[src/rtl/eic_pkg.sv]
package eic_pkg;
    localparam int REG_W  = 32;
    localparam int ADDR_W = 5;

    typedef enum logic [ADDR_W-1:0] {
        OFS_IMASK  = 5'h00,
        OFS_EMASK  = 5'h04,
        OFS_RSEL   = 5'h08,
        OFS_FSEL   = 5'h0C,
        OFS_SWTRIG = 5'h10,
        OFS_PEND   = 5'h14
    } reg_ofs_e;
endpackage

[src/rtl/eic_sync_edge.sv]
module eic_sync_edge #(
    parameter int NUM_LINES = 23
) (
    input  logic                 clk,
    input  logic                 rst_n,
    input  logic [NUM_LINES-1:0] async_in,
    output logic [NUM_LINES-1:0] rise,
    output logic [NUM_LINES-1:0] fall
);
    // per line: [0] first sync stage, [1] synchronized, [2] previous value
    for (genvar g = 0; g < NUM_LINES; g++) begin : g_line
        logic [2:0] pipe_q;
        always_ff @(posedge clk) begin
            if (!rst_n) pipe_q <= '0;
            else        pipe_q <= {pipe_q[1:0], async_in[g]};
        end
        assign rise[g] =  pipe_q[1] & ~pipe_q[2];
        assign fall[g] = ~pipe_q[1] &  pipe_q[2];
    end
endmodule

[src/rtl/eic_trig_gate.sv]
module eic_trig_gate #(
    parameter int NUM_LINES = 23
) (
    input  logic [NUM_LINES-1:0] rise,
    input  logic [NUM_LINES-1:0] fall,
    input  logic [NUM_LINES-1:0] rsel,
    input  logic [NUM_LINES-1:0] fsel,
    input  logic                 rsel_busy,
    input  logic                 fsel_busy,
    output logic [NUM_LINES-1:0] hw_trig
);
    logic [NUM_LINES-1:0] r_ok, f_ok;
    always_comb begin
        r_ok    = rsel_busy ? '0 : (rise & rsel);
        f_ok    = fsel_busy ? '0 : (fall & fsel);
        hw_trig = r_ok | f_ok;
    end
endmodule

[src/rtl/eic_regs.sv]
module eic_regs
    import eic_pkg::*;
#(
    parameter int                   NUM_LINES = 23,
    parameter logic [NUM_LINES-1:0] LINE_MASK = '1
) (
    input  logic                 clk,
    input  logic                 rst_n,
    input  logic                 bus_wr,
    input  logic [ADDR_W-1:0]    bus_addr,
    input  logic [REG_W-1:0]     bus_wdata,
    output logic [REG_W-1:0]     bus_rdata,
    input  logic [NUM_LINES-1:0] hw_trig,
    output logic [NUM_LINES-1:0] imask,
    output logic [NUM_LINES-1:0] rsel,
    output logic [NUM_LINES-1:0] fsel,
    output logic [NUM_LINES-1:0] pend,
    output logic [NUM_LINES-1:0] evt
);
    logic [NUM_LINES-1:0] imask_q, emask_q, rsel_q, fsel_q, swi_q, pend_q, evt_q;
    logic [NUM_LINES-1:0] wd, sw_set, trig_all, clr, pend_d, swi_d;
    logic                 wr_pend, wr_swi;
    logic                 unused_wdata_hi;

    assign unused_wdata_hi = ^bus_wdata[REG_W-1:NUM_LINES];

    always_comb begin
        wd       = bus_wdata[NUM_LINES-1:0] & LINE_MASK;
        wr_pend  = bus_wr && (bus_addr == OFS_PEND);
        wr_swi   = bus_wr && (bus_addr == OFS_SWTRIG);
        sw_set   = wr_swi ? (wd & ~swi_q) : '0;
        trig_all = (hw_trig & LINE_MASK) | sw_set;
        clr      = wr_pend ? wd : '0;
        pend_d   = (pend_q & ~clr) | trig_all;
        swi_d    = (swi_q | sw_set) & pend_d;
    end

    always_ff @(posedge clk) begin
        if (!rst_n) begin
            imask_q <= '0;
            emask_q <= '0;
            rsel_q  <= '0;
            fsel_q  <= '0;
            swi_q   <= '0;
            pend_q  <= '0;
            evt_q   <= '0;
        end else begin
            if (bus_wr && bus_addr == OFS_IMASK) imask_q <= wd;
            if (bus_wr && bus_addr == OFS_EMASK) emask_q <= wd;
            if (bus_wr && bus_addr == OFS_RSEL)  rsel_q  <= wd;
            if (bus_wr && bus_addr == OFS_FSEL)  fsel_q  <= wd;
            swi_q  <= swi_d;
            pend_q <= pend_d;
            evt_q  <= trig_all & emask_q;
        end
    end

    always_comb begin
        bus_rdata = '0;
        case (bus_addr)
            OFS_IMASK:  bus_rdata[NUM_LINES-1:0] = imask_q;
            OFS_EMASK:  bus_rdata[NUM_LINES-1:0] = emask_q;
            OFS_RSEL:   bus_rdata[NUM_LINES-1:0] = rsel_q;
            OFS_FSEL:   bus_rdata[NUM_LINES-1:0] = fsel_q;
            OFS_SWTRIG: bus_rdata[NUM_LINES-1:0] = swi_q;
            OFS_PEND:   bus_rdata[NUM_LINES-1:0] = pend_q;
            default:    bus_rdata = '0;
        endcase
    end

    assign imask = imask_q;
    assign rsel  = rsel_q;
    assign fsel  = fsel_q;
    assign pend  = pend_q;
    assign evt   = evt_q;

    AST_TRIG_SETS_PEND: assert property (@(posedge clk) disable iff (!rst_n)
        (|trig_all) |=> ((pend_q & $past(trig_all)) == $past(trig_all)));
    AST_W1C_CLEARS: assert property (@(posedge clk) disable iff (!rst_n)
        wr_pend |=> ((pend_q & $past(clr & ~trig_all)) == '0));
    AST_SWI_TRACKS_PEND: assert property (@(posedge clk) disable iff (!rst_n)
        ((swi_q & ~pend_q) == '0));
    AST_RSVD_QUIET: assert property (@(posedge clk) disable iff (!rst_n)
        (((pend_q | imask_q | emask_q | rsel_q | fsel_q | swi_q) & ~LINE_MASK) == '0));
    AST_EVT_WITH_PEND: assert property (@(posedge clk) disable iff (!rst_n)
        ((evt_q & ~pend_q) == '0));
endmodule

[src/rtl/eic_ctrl.sv]
module eic_ctrl
    import eic_pkg::*;
#(
    parameter int          NUM_LINES  = 23,
    parameter logic [31:0] VALID_MASK = 32'h007B_FFFF
) (
    input  logic                 clk,
    input  logic                 rst_n,
    input  logic [NUM_LINES-1:0] ext_line_i,
    input  logic                 bus_wr_i,
    input  logic [ADDR_W-1:0]    bus_addr_i,
    input  logic [REG_W-1:0]     bus_wdata_i,
    output logic [REG_W-1:0]     bus_rdata_o,
    output logic                 irq_o,
    output logic [NUM_LINES-1:0] evt_o
);
    localparam logic [NUM_LINES-1:0] LMASK = VALID_MASK[NUM_LINES-1:0];

    logic [NUM_LINES-1:0] rise, fall, hw_trig, imask, rsel, fsel, pend;
    logic                 rsel_busy, fsel_busy;

    assign rsel_busy = bus_wr_i && (bus_addr_i == OFS_RSEL);
    assign fsel_busy = bus_wr_i && (bus_addr_i == OFS_FSEL);

    eic_sync_edge #(.NUM_LINES(NUM_LINES)) u_sync (
        .clk(clk), .rst_n(rst_n), .async_in(ext_line_i), .rise(rise), .fall(fall)
    );

    eic_trig_gate #(.NUM_LINES(NUM_LINES)) u_gate (
        .rise(rise), .fall(fall), .rsel(rsel), .fsel(fsel),
        .rsel_busy(rsel_busy), .fsel_busy(fsel_busy), .hw_trig(hw_trig)
    );

    eic_regs #(.NUM_LINES(NUM_LINES), .LINE_MASK(LMASK)) u_regs (
        .clk(clk), .rst_n(rst_n), .bus_wr(bus_wr_i), .bus_addr(bus_addr_i),
        .bus_wdata(bus_wdata_i), .bus_rdata(bus_rdata_o), .hw_trig(hw_trig),
        .imask(imask), .rsel(rsel), .fsel(fsel), .pend(pend), .evt(evt_o)
    );

    assign irq_o = |(pend & imask);

    AST_RSEL_WR_BLOCKS: assert property (@(posedge clk) disable iff (!rst_n)
        rsel_busy |-> ((hw_trig & rise) == '0));
    AST_FSEL_WR_BLOCKS: assert property (@(posedge clk) disable iff (!rst_n)
        fsel_busy |-> ((hw_trig & fall) == '0));
    AST_IRQ_HAS_SOURCE: assert property (@(posedge clk) disable iff (!rst_n)
        irq_o |-> (pend != '0));
endmodule

[config.mk]
export PLATFORM = sky130hd
export DESIGN_NAME = eic_ctrl
export DESIGN_NICKNAME = d
export VERILOG_FILES = /design/src/rtl/eic_pkg.sv /design/src/rtl/eic_sync_edge.sv /design/src/rtl/eic_trig_gate.sv /design/src/rtl/eic_regs.sv /design/src/rtl/eic_ctrl.sv
export SDC_FILE = /design/constraint.sdc
export NUM_CORES = 1
export LEC_CHECK = 0
export ABC_AREA = 1
export BUFFER_PORTS_ARGS = -buffer_cell sky130_fd_sc_hd__buf_4
export CAP_MARGIN = 20
export CORE_UTILIZATION = 45
export DETAILED_ROUTE_END_ITERATION = 10
export PLACE_DENSITY = 0.64
export SYNTH_ARGS = -nofsm -noshare
export SYNTH_HDL_FRONTEND = slang
export SYNTH_HIERARCHICAL = 1
export SYNTH_SLANG_ARGS = --single-unit
[constraint.sdc]
create_clock -name clk -period 2.9 [get_ports clk]
set_input_delay 0.435 -clock clk [delete_from_list [all_inputs] [get_ports clk]]
set_output_delay 0.435 -clock clk [all_outputs]
set_load 0.1 [all_outputs]
==> results.json, run 1 <==
{
  "wl_um": 26500,
  "min_period_ns": 2.56,
  "hold_class": "in -> reg",
  "antenna_found_initial": 0,
  "ctsResizeCount": 0,
  "finalHoldViolCount": 0,
  "grt_pass1_wl_um": 41400,
  "peakVddDrop_v": 0.000506,
  "first_pass_iters": 7,
  "total_power_uw": 6720,
  "rsz0062_at_grt": "false",
  "core_um2": 20200,
  "num_antenna_cells": 0,
  "area_growth_pct": 18.4,
  "ant_nets": 0,
  "worst_setup_path_end_kind": "output port",
  "status": "finished clean",
  "fin_worst_skew_ns": 0.00486,
  "cp_data_required_time_ns": 2.47,
  "drc": 0,
  "tns_ns": 0,
  "ys_warn_count": 6,
  "grt-ovfl-total": 0,
  "finalSetupViolations": 0,
  "h-tree-depth": 1,
  "grt_start_max_net_pins": 177,
  "cts_tree": "done",
  "dieArea_um2": 21300,
  "dp_cells": 1677,
  "postCtsSetupRepairBufs": 0,
  "wire_per_inst_um": 15.4,
  "port_buffers": 96,
  "cts_root_buf": "clkbuf_16",
  "postCtsHoldBufs": 0,
  "cts_sinks": 220,
  "holdPathStages": 3,
  "final_max_slew_viol_count": 0,
  "drv_cap": 0,
  "num_vias": 8584,
  "critPathArrivalTime_ns": 2.12,
  "insertion_delay_ns": 0.51,
  "ctsLongestPathBuffers": 3,
  "clk_pin_slew_ns": 0.06,
  "fin_crit_sh_pct": 88.2,
  "drt_first_iter_violations": 634,
  "fp.dieW_um": 146,
  "maxSlewHeadroom_pct": 46.9,
  "start_util_pct": 46.0,
  "powerDensity_nw_per_um2": 609,
  "design_area_um2": 11000,
  "startpoint_type": "primary input",
  "syn_area_um2": 9310,
  "dpl_cell_area_um2": 10200,
  "worstRegToRegCells": 6,
  "crit_type": "in -> out",
  "synth.avg_cell_area_um2": 6.84,
  "dp_hpwl_um": 16100,
  "layout.nets": 1497,
  "ioPinCount": 119,
  "critPathMaxFanout": 14,
  "rows": 52,
  "grtUsageTotal_pct": 24.8,
  "synthCells": 1362,
  "max_freq_mhz": 391,
  "layout.cells.non_filler": 1722,
  "p_leak_uw": 0.00519,
  "cts_buffers": 24,
  "drive_gt1_share_pct": 12.0,
  "grt_pass1_vias": 7830,
  "avgViaCountPerCell": 4.98,
  "die_y_um": 146,
  "place_congestion": 0.802,
  "max_slew.worst_pin.slew_ns": 0.796
}
layer usage:
metal	part of all wire, %	vias to the layer above	wire length (um)	global-route usage, %
li1	-	4325	-	-
met4	3.7	0	976	10.4
met3	7.4	62	1960	4.11
met1	43	3900	11400	32.1
met2	46	297	12200	41.1
met5	0	-	0	0
worst max-delay path: stages:
cell	delay [ns]
buf_4	0.11
nor2_2	0.30
nand3_1	0.14
inv_2	0.33
buf_12	0.19
nand2_1	0.05
o21ai_0	0.07
nor2_1	0.06
nand3_1	0.12
buf_4	0.31
layout make-up:
| class | instances | area (um^2) |
|---|---|---|
| well taps | 270 | 338 |
| fillers | 1996 | 9210 |
| inverters | 209 | 785 |
| multi-input cells | 866 | 3740 |
| clock buffers | 34 | 709 |
| flip-flops and latches | 220 | 4400 |
| repair buffers | 113 | 918 |
| clock inverters | 10 | 131 |
power breakdown:
| part | switching (uW) | internal (uW) |
|---|---|---|
| clock network | 1230 | 1970 |
| logic | 292 | 116 |
| registers | 32.5 | 3080 |
metrics by stage:
step           worst slack (ns)  hold WS (ns)  util (%)
2_1_floorplan             0.515         0.386         -
3_3_place_gp              0.368         0.394      50.2
3_5_place_dp              0.348         0.401      50.2
4_1_cts                   0.347        0.0860      54.4
5_1_grt                   0.207        0.0995      54.5
6_report                  0.341        0.0988      54.5
cell usage in the layout (no fill, tap or decap):
| master | instances |
|---|---|
| nor2_4 | 1 |
| buf_4 | 108 |
| buf_16 | 1 |
| o21ai_0 | 127 |
| buf_12 | 4 |
| clkinv_2 | 5 |
| nand4_2 | 1 |
| inv_1 | 199 |
| clkbuf_16 | 25 |
| nand3_2 | 3 |
| nor3_2 | 2 |
| clkbuf_8 | 5 |
| a21oi_1 | 44 |
| o21ai_1 | 5 |
| bufinv_16 | 3 |
| nand3_1 | 88 |
| nor3_1 | 22 |
| nor2_2 | 2 |
| nor2_1 | 250 |
| inv_2 | 10 |
| clkbuf_1 | 4 |
| nand4_1 | 26 |
| nor3b_2 | 1 |
| clkinv_4 | 1 |
| dfxtp_1 | 220 |
| nand3b_1 | 1 |
| conb_1 | 13 |
| nand2_1 | 279 |
| or2_4 | 1 |
| clkinvlp_4 | 1 |
registers in the layout (all words and copies together), names as in the netlist:
| name | flops |
|---|---|
| u_regs/evt | 22 |
| u_regs/imask | 22 |
| u_regs/pend | 22 |
| u_regs/rsel | 22 |
| u_regs/fsel | 22 |
| u_regs/swi_q | 22 |
| u_sync/g_line.pipe_q | 66 |
| u_regs/emask_q | 22 |
path summary, 6_finish.rpt:
check                           slack, ns                               endpoint                                   from
worst max-delay path                 0.34                         bus_rdata_o[0]                          bus_addr_i[1]
worst min-delay path                  0.1  u_sync/g_line[4].pipe_q[0]$_SDFF_PN0_                          ext_line_i[4]
worst max register to register       1.69               u_regs/evt[0]$_SDFF_PN0_  u_sync/g_line[0].pipe_q[1]$_SDFF_PN0_
worst min register to register       0.41  u_sync/g_line[0].pipe_q[1]$_SDFF_PN0_  u_sync/g_line[0].pipe_q[0]$_SDFF_PN0_
Note: power is estimated with default switching activity, not from simulation.
==> inputs of run 2 (changes only) <==
- ABC_AREA: 1 -> unset
==> results.json, run 2 <==
{
  "multi_input_area_um2": 3720,
  "cts_root_buf": "clkbuf_16",
  "h-tree-depth": 1,
  "syn_area_um2": 8720,
  "switching_share_pct": 22.2,
  "cts_buffers": 24,
  "r2r-start": "u_sync/g_line[21].pipe_q[1]$_SDFF_PN0_",
  "final_common_cell": "dfxtp_1",
  "path_delay_family": "compound AO/OA/AOI/OAI gates",
  "p_leak_uw": 0.00409,
  "grtUsageTotal_pct": 23.4,
  "grt_pass1_vias": 6524,
  "drt_first_iter_violations": 603,
  "postCtsHoldBufs": 0,
  "min_period_ns": 2.69,
  "clk_pin_slew_ns": 0.06,
  "insertion_delay_ns": 0.51,
  "cts_tree": "done",
  "num_antenna_cells": 0,
  "ff2ff_setup_slack_ns": 1.65,
  "hold_class": "in -> reg",
  "max_slew.worst_pin.slew_ns": 0.673,
  "synth.avg_cell_area_um2": 8.75,
  "ant_nets": 0,
  "startpoint_type": "flip-flop",
  "critPathLaunch": "u_regs/pend[15]$_SDFF_PN0_",
  "p_sw_uw": 1450,
  "holdPathEnd": "u_sync/g_line[14].pipe_q[0]$_SDFF_PN0_",
  "crit_chain": "a222oi_1 -> nand3_1 -> or3_1 -> buf_4",
  "p_comb_share_pct": 5.2,
  "cp_num_buf_inv": 1,
  "dp_hpwl_um": 14100,
  "ctsLongestPathBuffers": 3,
  "grt_pass1_wl_um": 36200,
  "p_seq_share_pct": 47.5,
  "rows": 50,
  "holdPathStages": 2,
  "critPathMaxFanout": 3,
  "place_congestion": 0.811,
  "finalSetupViolations": 0,
  "num_vias": 7336,
  "ctsResizeCount": 0,
  "critPathArrivalTime_ns": 2.25,
  "crit_slowest_cell": "a222oi_1",
  "layout.nets": 1136,
  "grt-ovfl-total": 0,
  "worstHoldStart": "ext_line_i[14]",
  "powerDensity_nw_per_um2": 623,
  "rsz0062_at_grt": "false",
  "drive_gt1_share_pct": 14.4,
  "drc": 0,
  "tns_ns": 0,
  "fin_crit_sh_pct": 92.7,
  "seqCellArea_um2": 4400,
  "dieArea_um2": 19900,
  "max_freq_mhz": 372,
  "area_growth_pct": 20.3,
  "synthCells": 996,
  "cp_data_required_time_ns": 2.47,
  "grt_start_max_net_pins": 82,
  "fp.dieW_um": 141,
  "r2r_end": "u_regs/swi_q[21]$_SDFF_PN0_",
  "final_util_pct": 55.7,
  "internal-power_uw": 5080,
  "core_um2": 18800,
  "die_y_um": 141,
  "status": "finished clean",
  "ys_warn_count": 6,
  "cp_slowest_stage_delay_ns": 0.65,
  "avgViaCountPerCell": 5.43,
  "nFillCells": 1742,
  "worst_setup_path_end_kind": "output port",
  "crit_type": "reg -> out",
  "first_pass_iters": 7,
  "wl_um": 23300,
  "design_area_um2": 10500,
  "clockPowerShare_pct": 47.3,
  "antenna_found_initial": 0,
  "top_register": "u_sync/g_line.pipe_q",
  "maxSlewHeadroom_pct": 55.1,
  "drv_cap": 0,
  "largest_register_ffs": 66,
  "ioPinCount": 119,
  "final_max_slew_viol_count": 0,
  "peakVddDrop_v": 0.000397,
  "worstRegToRegCells": 5,
  "postCtsSetupRepairBufs": 0,
  "final_cell_mix": "220 x dfxtp_1, 103 x buf_4, 96 x nand3_1",
  "fin_worst_skew_ns": 0.00654,
  "wire_per_inst_um": 17.2,
  "cts_sinks": 220,
  "dpl_cell_area_um2": 9670,
  "port_buffers": 96,
  "start_util_pct": 46.3,
  "finalHoldViolCount": 0
}
run 2: area by class of cell:
cell class / count / share of cell area (%)
Clock buffer: 36 / 6.93
Clock inverter: 7 / 0.835
Inverter: 66 / 2.36
Multi-Input combinational cell: 648 / 35.5
Sequential cell: 220 / 42.0
Tap cell: 260 / 3.10
Timing Repair Buffer: 113 / 9.28
run 2: power by group through the flow:
stage,clock (uW),combinational [uW],sequential (uW)
3_5_place_dp,0,337,3170
4_1_cts,3160,338,3100
2_1_floorplan,0,225,3160
6_report,3090,339,3100
5_1_grt,3280,366,3110
3_3_place_gp,0,334,3170
run 2: worst reg2reg max path: stages (launching register included):
cell,delay [ns]
dfxtp_1,0.40
nor2b_1,0.17
nand2_1,0.07
o22ai_1,0.22
inv_1,0.07
a311oi_1,0.23
run 2: worst max path at each step:
stage	slack, ns	depth (start not counted)	endpoint
after floorplan	0.24	5	bus_rdata_o[19]
after CTS	0.20	4	irq_o
after global routing	0.20	4	irq_o
after detailed placement	0.36	7	bus_rdata_o[22]
final	0.21	4	irq_o
after global placement	0.37	7	bus_rdata_o[22]
run 2: routing by layer:
metal  track usage (%)  wire [um]  vias to the layer above
met3              2.89       1650                       40
met4              7.49        480                        0
met2              35.9      10300                      275
met5                 0          0                        -
li1                  -          -                     3617
met1              34.0      10800                     3404
run 2: metrics by stage:
| step | hold WS [ns] | total power (uW) | cells | setup WS, ns |
|---|---|---|---|---|
| 6_report | 0.127 | 6530 | 1350 | 0.213 |
| 3_5_place_dp | 0.417 | 3510 | 1307 | 0.364 |
| 3_3_place_gp | 0.416 | 3500 | 1307 | 0.369 |
| 4_1_cts | 0.109 | 6600 | 1350 | 0.202 |
| 5_1_grt | 0.116 | 6750 | 1350 | 0.199 |
| 2_1_floorplan | 0.406 | 3380 | 1008 | 0.242 |
